--- src/rtl/fpx_pkg.sv ---
package fpx_pkg;
  localparam int CSR_W      = 32;
  localparam int NEXC       = 5;   // maskable exceptions
  localparam int RM_W       = 2;
  // LSB-0 positions
  localparam int POS_SUM    = 31;
  localparam int POS_FLAG   = 30;  // inexact flag, others follow downward
  localparam int POS_EN     = 14;  // inexact enable, others follow downward
  localparam int POS_DN     = 8;
  localparam int POS_CAUSE  = 7;   // unimplemented cause, then inexact downward
  localparam int POS_RM     = 0;
  localparam logic [CSR_W-1:0] RESET_VAL = 32'h0000_0100;
  // exception index order in vectors: 0 inexact, 1 underflow, 2 divzero,
  // 3 overflow, 4 invalid, NEXC unimplemented
  localparam int IDX_UNIMPL = NEXC;
endpackage

--- src/rtl/fpx_sticky_bank.sv ---
module fpx_sticky_bank #(
  parameter int N = 5
) (
  input  logic         clk,
  input  logic         rst,
  input  logic         wr_en,
  input  logic [N-1:0] wr_flags,
  input  logic [N-1:0] set_vec,
  output logic [N-1:0] flags
);
  for (genvar i = 0; i < N; i++) begin : g_flag
    always_ff @(posedge clk) begin
      if (rst)
        flags[i] <= 1'b0;
      else
        flags[i] <= (wr_en ? wr_flags[i] : flags[i]) | set_vec[i];
    end

    // a set flag is kept while software leaves it alone
    assert_flag_hold_R3: assert property (@(posedge clk) disable iff (rst)
      (!wr_en && flags[i]) |=> flags[i]);
    // a masked event is never lost, even against a clearing write
    assert_event_kept_R7: assert property (@(posedge clk) disable iff (rst)
      set_vec[i] |=> flags[i]);
  end
endmodule

--- src/rtl/fpx_trap_gate.sv ---
module fpx_trap_gate #(
  parameter int N = 5
) (
  input  logic         clk,
  input  logic         rst,
  input  logic         op_done,
  input  logic [N:0]   op_exc,
  input  logic [N-1:0] enables,
  output logic [N-1:0] set_vec,
  output logic         trap_req
);
  logic trap_now;

  always_comb begin
    trap_now = 1'b0;
    set_vec  = '0;
    if (op_done) begin
      trap_now = op_exc[N] | (|(op_exc[N-1:0] & enables));
      set_vec  = op_exc[N-1:0] & ~enables;
    end
  end

  always_ff @(posedge clk) begin
    if (rst) trap_req <= 1'b0;
    else     trap_req <= trap_now;
  end

  assert_trap_needs_op_R8: assert property (@(posedge clk) disable iff (rst)
    trap_req |-> $past(op_done));
  assert_unimpl_traps_R6: assert property (@(posedge clk) disable iff (rst)
    (op_done && op_exc[N]) |=> trap_req);
  assert_masked_quiet_R8: assert property (@(posedge clk) disable iff (rst)
    (op_done && !op_exc[N] && ((op_exc[N-1:0] & enables) == '0)) |=> !trap_req);
endmodule

--- src/rtl/fpx_ctrl_regs.sv ---
module fpx_ctrl_regs
  import fpx_pkg::*;
#(
  parameter int N = NEXC
) (
  input  logic            clk,
  input  logic            rst,
  input  logic            wr_en,
  input  logic [N-1:0]    wr_enables,
  input  logic [N:0]      wr_cause,
  input  logic            wr_dn,
  input  logic [RM_W-1:0] wr_rm,
  input  logic            op_done,
  input  logic [N:0]      op_exc,
  output logic [N-1:0]    enables,
  output logic [N:0]      cause,
  output logic            dn_q,
  output logic [RM_W-1:0] rm_q
);
  always_ff @(posedge clk) begin
    if (rst) begin
      enables <= '0;
      dn_q    <= RESET_VAL[POS_DN];
      rm_q    <= RESET_VAL[POS_RM +: RM_W];
    end else if (wr_en) begin
      enables <= wr_enables;
      dn_q    <= wr_dn;
      rm_q    <= wr_rm;
    end
  end

  always_ff @(posedge clk) begin
    if (rst)          cause <= '0;
    else if (op_done) cause <= op_exc;
    else if (wr_en)   cause <= wr_cause;
  end

  assert_cause_load_R6: assert property (@(posedge clk) disable iff (rst)
    op_done |=> (cause == $past(op_exc)));
  assert_mode_hold_R9: assert property (@(posedge clk) disable iff (rst)
    !wr_en |=> ($stable(rm_q) && $stable(dn_q)));
endmodule

--- src/rtl/fpu_exc_csr.sv ---
module fpu_exc_csr
  import fpx_pkg::*;
(
  input  logic             clk,
  input  logic             rst,
  input  logic             wr_en,
  input  logic [CSR_W-1:0] wr_data,
  input  logic             op_done,
  input  logic [NEXC:0]    op_exc,
  output logic [CSR_W-1:0] rd_data,
  output logic             trap_req,
  output logic [RM_W-1:0]  rm,
  output logic             dn
);
  logic [NEXC-1:0] wr_flags, wr_enables, flags, enables, set_vec;
  logic [NEXC:0]   wr_cause, cause;
  logic            dn_q;
  logic [RM_W-1:0] rm_q;

  // field extraction from the write word
  for (genvar i = 0; i < NEXC; i++) begin : g_wr
    assign wr_flags[i]   = wr_data[POS_FLAG - i];
    assign wr_enables[i] = wr_data[POS_EN - i];
    assign wr_cause[i]   = wr_data[POS_CAUSE - 1 - i];
  end
  assign wr_cause[IDX_UNIMPL] = wr_data[POS_CAUSE];

  logic unused_wr;
  assign unused_wr = &{1'b0, wr_data[POS_SUM], wr_data[POS_FLAG-NEXC:POS_EN+1],
                       wr_data[POS_EN-NEXC:POS_DN+1]};

  fpx_trap_gate #(.N(NEXC)) u_gate (
    .clk      (clk),
    .rst      (rst),
    .op_done  (op_done),
    .op_exc   (op_exc),
    .enables  (enables),
    .set_vec  (set_vec),
    .trap_req (trap_req)
  );

  fpx_sticky_bank #(.N(NEXC)) u_flags (
    .clk      (clk),
    .rst      (rst),
    .wr_en    (wr_en),
    .wr_flags (wr_flags),
    .set_vec  (set_vec),
    .flags    (flags)
  );

  fpx_ctrl_regs #(.N(NEXC)) u_ctrl (
    .clk        (clk),
    .rst        (rst),
    .wr_en      (wr_en),
    .wr_enables (wr_enables),
    .wr_cause   (wr_cause),
    .wr_dn      (wr_data[POS_DN]),
    .wr_rm      (wr_data[POS_RM +: RM_W]),
    .op_done    (op_done),
    .op_exc     (op_exc),
    .enables    (enables),
    .cause      (cause),
    .dn_q       (dn_q),
    .rm_q       (rm_q)
  );

  // read assembly; summary is derived from stored flags, inexact excluded
  always_comb begin
    rd_data = '0;
    rd_data[POS_SUM] = |flags[NEXC-1:1];
    for (int i = 0; i < NEXC; i++) begin
      rd_data[POS_FLAG - i]      = flags[i];
      rd_data[POS_EN - i]        = enables[i];
      rd_data[POS_CAUSE - 1 - i] = cause[i];
    end
    rd_data[POS_CAUSE]         = cause[IDX_UNIMPL];
    rd_data[POS_DN]            = dn_q;
    rd_data[POS_RM +: RM_W]    = rm_q;
  end

  assign rm = rm_q;
  assign dn = dn_q;

  assert_enabled_no_flag_R4: assert property (@(posedge clk) disable iff (rst)
    (op_done && !wr_en && op_exc[0] && enables[0] && !flags[0]) |=> !flags[0]);
  assert_reset_dn_R1: assert property (@(posedge clk)
    rst |=> (dn && rm == '0 && !trap_req));
endmodule

--- config.mk ---
export PLATFORM = sky130hd
export DESIGN_NAME = fpu_exc_csr
export DESIGN_NICKNAME = d
export VERILOG_FILES = /design/src/rtl/fpx_pkg.sv /design/src/rtl/fpx_sticky_bank.sv /design/src/rtl/fpx_trap_gate.sv /design/src/rtl/fpx_ctrl_regs.sv /design/src/rtl/fpu_exc_csr.sv
export SDC_FILE = /design/constraint.sdc
export NUM_CORES = 1
export LEC_CHECK = 0
export ABC_AREA = 0
export BUFFER_PORTS_ARGS = -buffer_cell sky130_fd_sc_hd__buf_2
export CORE_ASPECT_RATIO = 0.8
export CORE_MARGIN = 3
export CORE_UTILIZATION = 38
export DETAILED_ROUTE_END_ITERATION = 8
export PLACE_DENSITY = 0.79
export SYNTH_ARGS = -nofsm -noshare
export SYNTH_HDL_FRONTEND = slang
export SYNTH_SLANG_ARGS = --single-unit
--- constraint.sdc ---
create_clock -name clk -period 1 [get_ports clk]
set_input_delay 0.05 -clock clk [delete_from_list [all_inputs] [get_ports clk]]
set_output_delay 0.05 -clock clk [all_outputs]
set_load 0.05 [all_outputs]
# After elaboration in Yosys (flattened, before gate mapping)
# Index checks and enable logic that the tools add are counted.
op_classes:
  n_mux: 8
  bitwise: 10
  n_reduce_logical: 4
op_table:
  columns: ["cell", "n"]
  rows:
  - ["2-to-1 mux 6 bit", 2]
  - ["bitwise AND 5 bit", 2]
  - ["bitwise OR 1 bit", 6]
  - ["2-to-1 mux 1 bit", 5]
  - ["2-to-1 mux 5 bit", 1]
  - ["inverter 5 bit", 1]
  - ["OR reduction 5 bit", 1]
  - ["OR reduction 4 bit", 1]
  - ["nonzero test 2 bit", 1]
  - ["OR reduction 2 bit", 1]
  - ["inverter 1 bit", 1]
totals:
  regBits: 20
  input_bits: 42
  word_cells: 32

# Longest topological paths before layout
depth:
  ltp_word: 4
  mapped_depth: 3
  mapped_depth_nobuf: 2

# Modules after synthesis
# A second synthesis with hierarchy kept.
unflattened:
  cells_unflattened: 103
  hier_area_um2: 996.0
modules_own_cells:
  columns: ["module", "instances", "cells_per_inst", "area_each_um2", "seq_area_each_um2"]
  rows:
  - ["fpx_ctrl_regs", 1, 52, 576.8, 280.3]
  - ["fpx_sticky_bank", 1, 21, 205.2, 100.1]
  - ["fpu_exc_csr", 1, 17, 123.9, 0.0]
  - ["fpx_trap_gate", 1, 13, 90.1, 20.0]

# Least setup slack after synthesis
# OpenSTA, ideal clock, no wires.
synth_path:
  path_kind: "register -> output"
  startpoint: "register u_flags.flags[2]"
  endpoint: "output rd_data[31]"
  arrival_time_ns: 1.295
  t_required_ns: 0.950
  path_slack_ns: -0.345
  stages_incl_launch_ff: 2
  path_cell_list: "dfxtp_1 -> or4_1"
synth_via:
  elab_chain_len: 1
synth_lines:
  columns: ["item", "line", "source"]
  rows:
  - ["start, declared", "fpx_sticky_bank.sv:9", "output logic [N-1:0] flags"]
  - ["start signal, assigned by index", "fpx_sticky_bank.sv:16", "flags[i] <= (wr_en ? wr_flags[i] : flags[i]) | set_vec[i];"]
  - ["OR reduction 4 bit", "fpu_exc_csr.sv:70", "rd_data[POS_SUM] = |flags[NEXC-1:1];"]
  - ["end, declared", "fpu_exc_csr.sv:10", "output logic [CSR_W-1:0] rd_data,"]
# No other way between the ends.

# Worst setup path in the final report
layout_path:
  startpoint: "register u_flags.flags[3]"
  endpoint: "output rd_data[31]"
# The elaborated chain is that of the path after synthesis.

==> results by group <==
Run status
  – Outcome: complete, but fails checks
  – Violated checks: negative setup slack

Place
  – Place WS: -106 ps
  – PortBufs: 52
  – Post-DP HPWL: around 1.8 mm
  – GP Congestion: slightly below 0.7
  – Placed Area: around 1200 µm²

Die
  – Row Count: 15
  – Die width: between 60 and 70 µm
  – Die Height: a little over 50 µm
  – Die ar.: between 3000 and 4000 µm²
  – Initial Utilization: between 40 and 50%
  – Core Region: ~2300 µm²
  – Ports: 78

Pwr
  – Power Dens Cells: between 1000 and 1500 nW/µm²
  – Reg power frac: a little over two fifths
  – Gate power share: about a third
  – P_sw: approximately 0.00074 W
  – Pint: 0.00132 W
  – LEAKAGE: ~0.69 nW
  – Clock power share: a little over a fifth
  – Sw Share: 36.0%
  – Maximum VDD drop: ~0.00065 V

Timing
  – Final hold vios: 0
  – Fin crit share: 139%
  – Final WS setup: -386 ps
  – Actual slew at the worst max-slew pin: between 500 and 600 ps
  – Worst Clk Skew: between 4 and 5 ps
  – Worst relative slew slack: just over 60%
  – Tmin final: ~1400 ps
  – Fmax achieved: between 700 and 800 MHz
  – Final setup violation count: 1
  – Hold Slack: about 38 ps
  – Max Transition Viols Final: 0
  – Unrepaired setup endpoints after global routing: yes

Cells and area
  – Number of diodes: 0
  – Commonest non-fill, non-tap cell in the layout: buf_2
  – Final nets: roughly 200
  – Commonest non-fill, non-tap cells in the layout: buf_2 (35), mux2i_1 (18), clkbuf_4 (14)
  – Layout Area Growth over Synthesis: 45.2%
  – Share of cells above drive strength 1: 49.4%
  – Finished Cell Area: ~1400 µm²

Critical path
  – CP Data Arrival Time: 1340 ps
  – WP buf/inv: 1
  – Critical path, cell by cell: or4_4 > buf_6
  – Crit path kind: register to output pin
  – Critical Path End Type: output pin
  – CP top delay family: simple AND/OR/NAND/NOR gates
  – CP peak stage delay: 530 ps
  – Slowest CP cell: or4_4
  – Crit-path max FO: 2
  – Crit start category: register
  – Required @ worst endpoint: 950 ps

Detailed routing
  – Final wirelength: about 2.3 mm
  – Drt pass-1 iters: 4
  – DR iter-0 viols: 23
  – Remaining antenna violation count: 0
  – Routed vias: 839
  – Drt drc: 0
  – Routed WL per cell: ~12 µm
  – Drt via density: about 4.5

CTS
  – Postcts setup bufs: 0
  – Clk pin slew, worst setup/hold paths: 110 ps
  – Root Buffer: clkbuf_4
  – H-tree levels: 1
  – Clk_lat worst skew: around 290 ps
  – CTS buffer count: 3
  – CTS tree: done
  – Max Buffers Root-to-Sink: 2
  – CTS Sinks: 20

Global routing
  – First-pass GRT wire length: roughly 3.3 mm
  – Vias in the first global route: approximately 770
  – Grt total ovfl: 0
  – Antenna violations before repair: 0
  – GRT Overall Usage: between 10% and 20%
  – Largest net degree at the start of global routing: 21

Synth
  – Asr flop ratio synth: 0%
  – Ys flop type: dfxtp_1
  – Cell variety after synth: 17
  – Number of synthesized flops with an enable pin: 0
  – Yosys warnings: 0
  – Seq/Total Area, Yosys: between 40% and 50%
  – Syn avg cell area: 9.94 µm²
  – Mapped Area: about 950 µm²
  – Post-Synthesis Cells: 96
  – Yosys reg bits: 20

Worst hold path
  – HP Class: input pin to register

Flow run
  – Max Cap Viol: 0
## synth_stat cells, types with 2 or more instances
master,count,share of area (%)
a211oi_1,6,4.7
a21oi_1,6,3.1
a22oi_1,2,1.6
buf_4,16,13
clkbuf_1,2,0.79
dfxtp_1,20,42
mux2i_1,18,19
nand3b_1,5,3.9
nor2_1,7,2.8
nor2b_1,7,4.6
## path summary, 6_finish.rpt
kind | startpoint | end | slack, ps | cells past startpoint
setup / recovery | u_flags.flags[3] | rd_data[31] | -390 | 2
hold / removal | op_exc[0] | u_flags.flags[0] | 40 | 3
setup reg to reg | u_flags.flags[3] | u_flags.flags[3] | 200 | 3
hold reg to reg | u_ctrl.enables[0] | u_ctrl.enables[0] | 520 | 2
## metrics by stage
step | TNS [ps] | utilization [%] | std cells | power (W)
2_1_floorplan | -89.2 | - | 107 | 0.00145
3_3_place_gp | -96.5 | 53.1 | 176 | 0.00155
3_5_place_dp | -213 | 53.1 | 176 | 0.00156
4_1_cts | -396 | 59.1 | 188 | 0.00205
5_1_grt | -466 | 61.0 | 188 | 0.00217
6_report | -386 | 61.0 | 188 | 0.00206
## layout make-up
type                       count  area [µm²]
sequential                    20         424
tap                           34        42.5
fill                         199         885
inverter                       1        3.75
multi-input combinational     66         452
timing repair buffer          63         428
clock buffer                   4        36.3
## repair_timing
item | in CTS | in global routing
resized for setup | 7 | 18
hold buffers | 8 | 0
hold endpoints to repair | 8 | 0
endpoints found under the setup margin | 4 | 17
cloned | 0 | 0
## power by group through the flow
stage	clock, W	combinational (W)	sequential, W
floorplan	0	0.000337	0.00111
global placement	0	0.000640	0.000908
detailed placement	0	0.000650	0.000912
CTS	0.000463	0.000694	0.000894
global route	0.000517	0.000750	0.000903
finish	0.000447	0.000716	0.000894
## registers in the layout, summed over array words and instances (netlist names)
name / flops
u_ctrl.cause: 6
u_ctrl.enables: 5
u_flags.flags: 5
u_ctrl.rm_q: 2
u_ctrl.dn_q: 1
u_gate.trap_req: 1
## per-layer routing
layer | part of all wire [%] | GRT usage, %
met4 | 1.4 | 5.30
met1 | 42 | 15.7
met2 | 51 | 24.5
met3 | 5.5 | 3.54
met5 | 0 | 0
## tightest hold or removal path: cells and delay by family
family / cells / cell delay, ps
simple gates: 1 / 70
compound gates: 1 / 60
buf+inv: 1 / 110
## logic make-up (layout without fill, tap and decap cells)
group                  after synthesis  in the layout  share of synthesized area [%]
buffers and inverters               21             68                           15.5
other                                1             12                          0.393
multiplexers                        18             18                           18.9
AND/OR/NAND/NOR                     20             20                           12.1
AO/OA/AOI/OAI                       16             16                           11.3
flip-flops                          20             20                           41.9
Power figures use the tool's default switching activity.
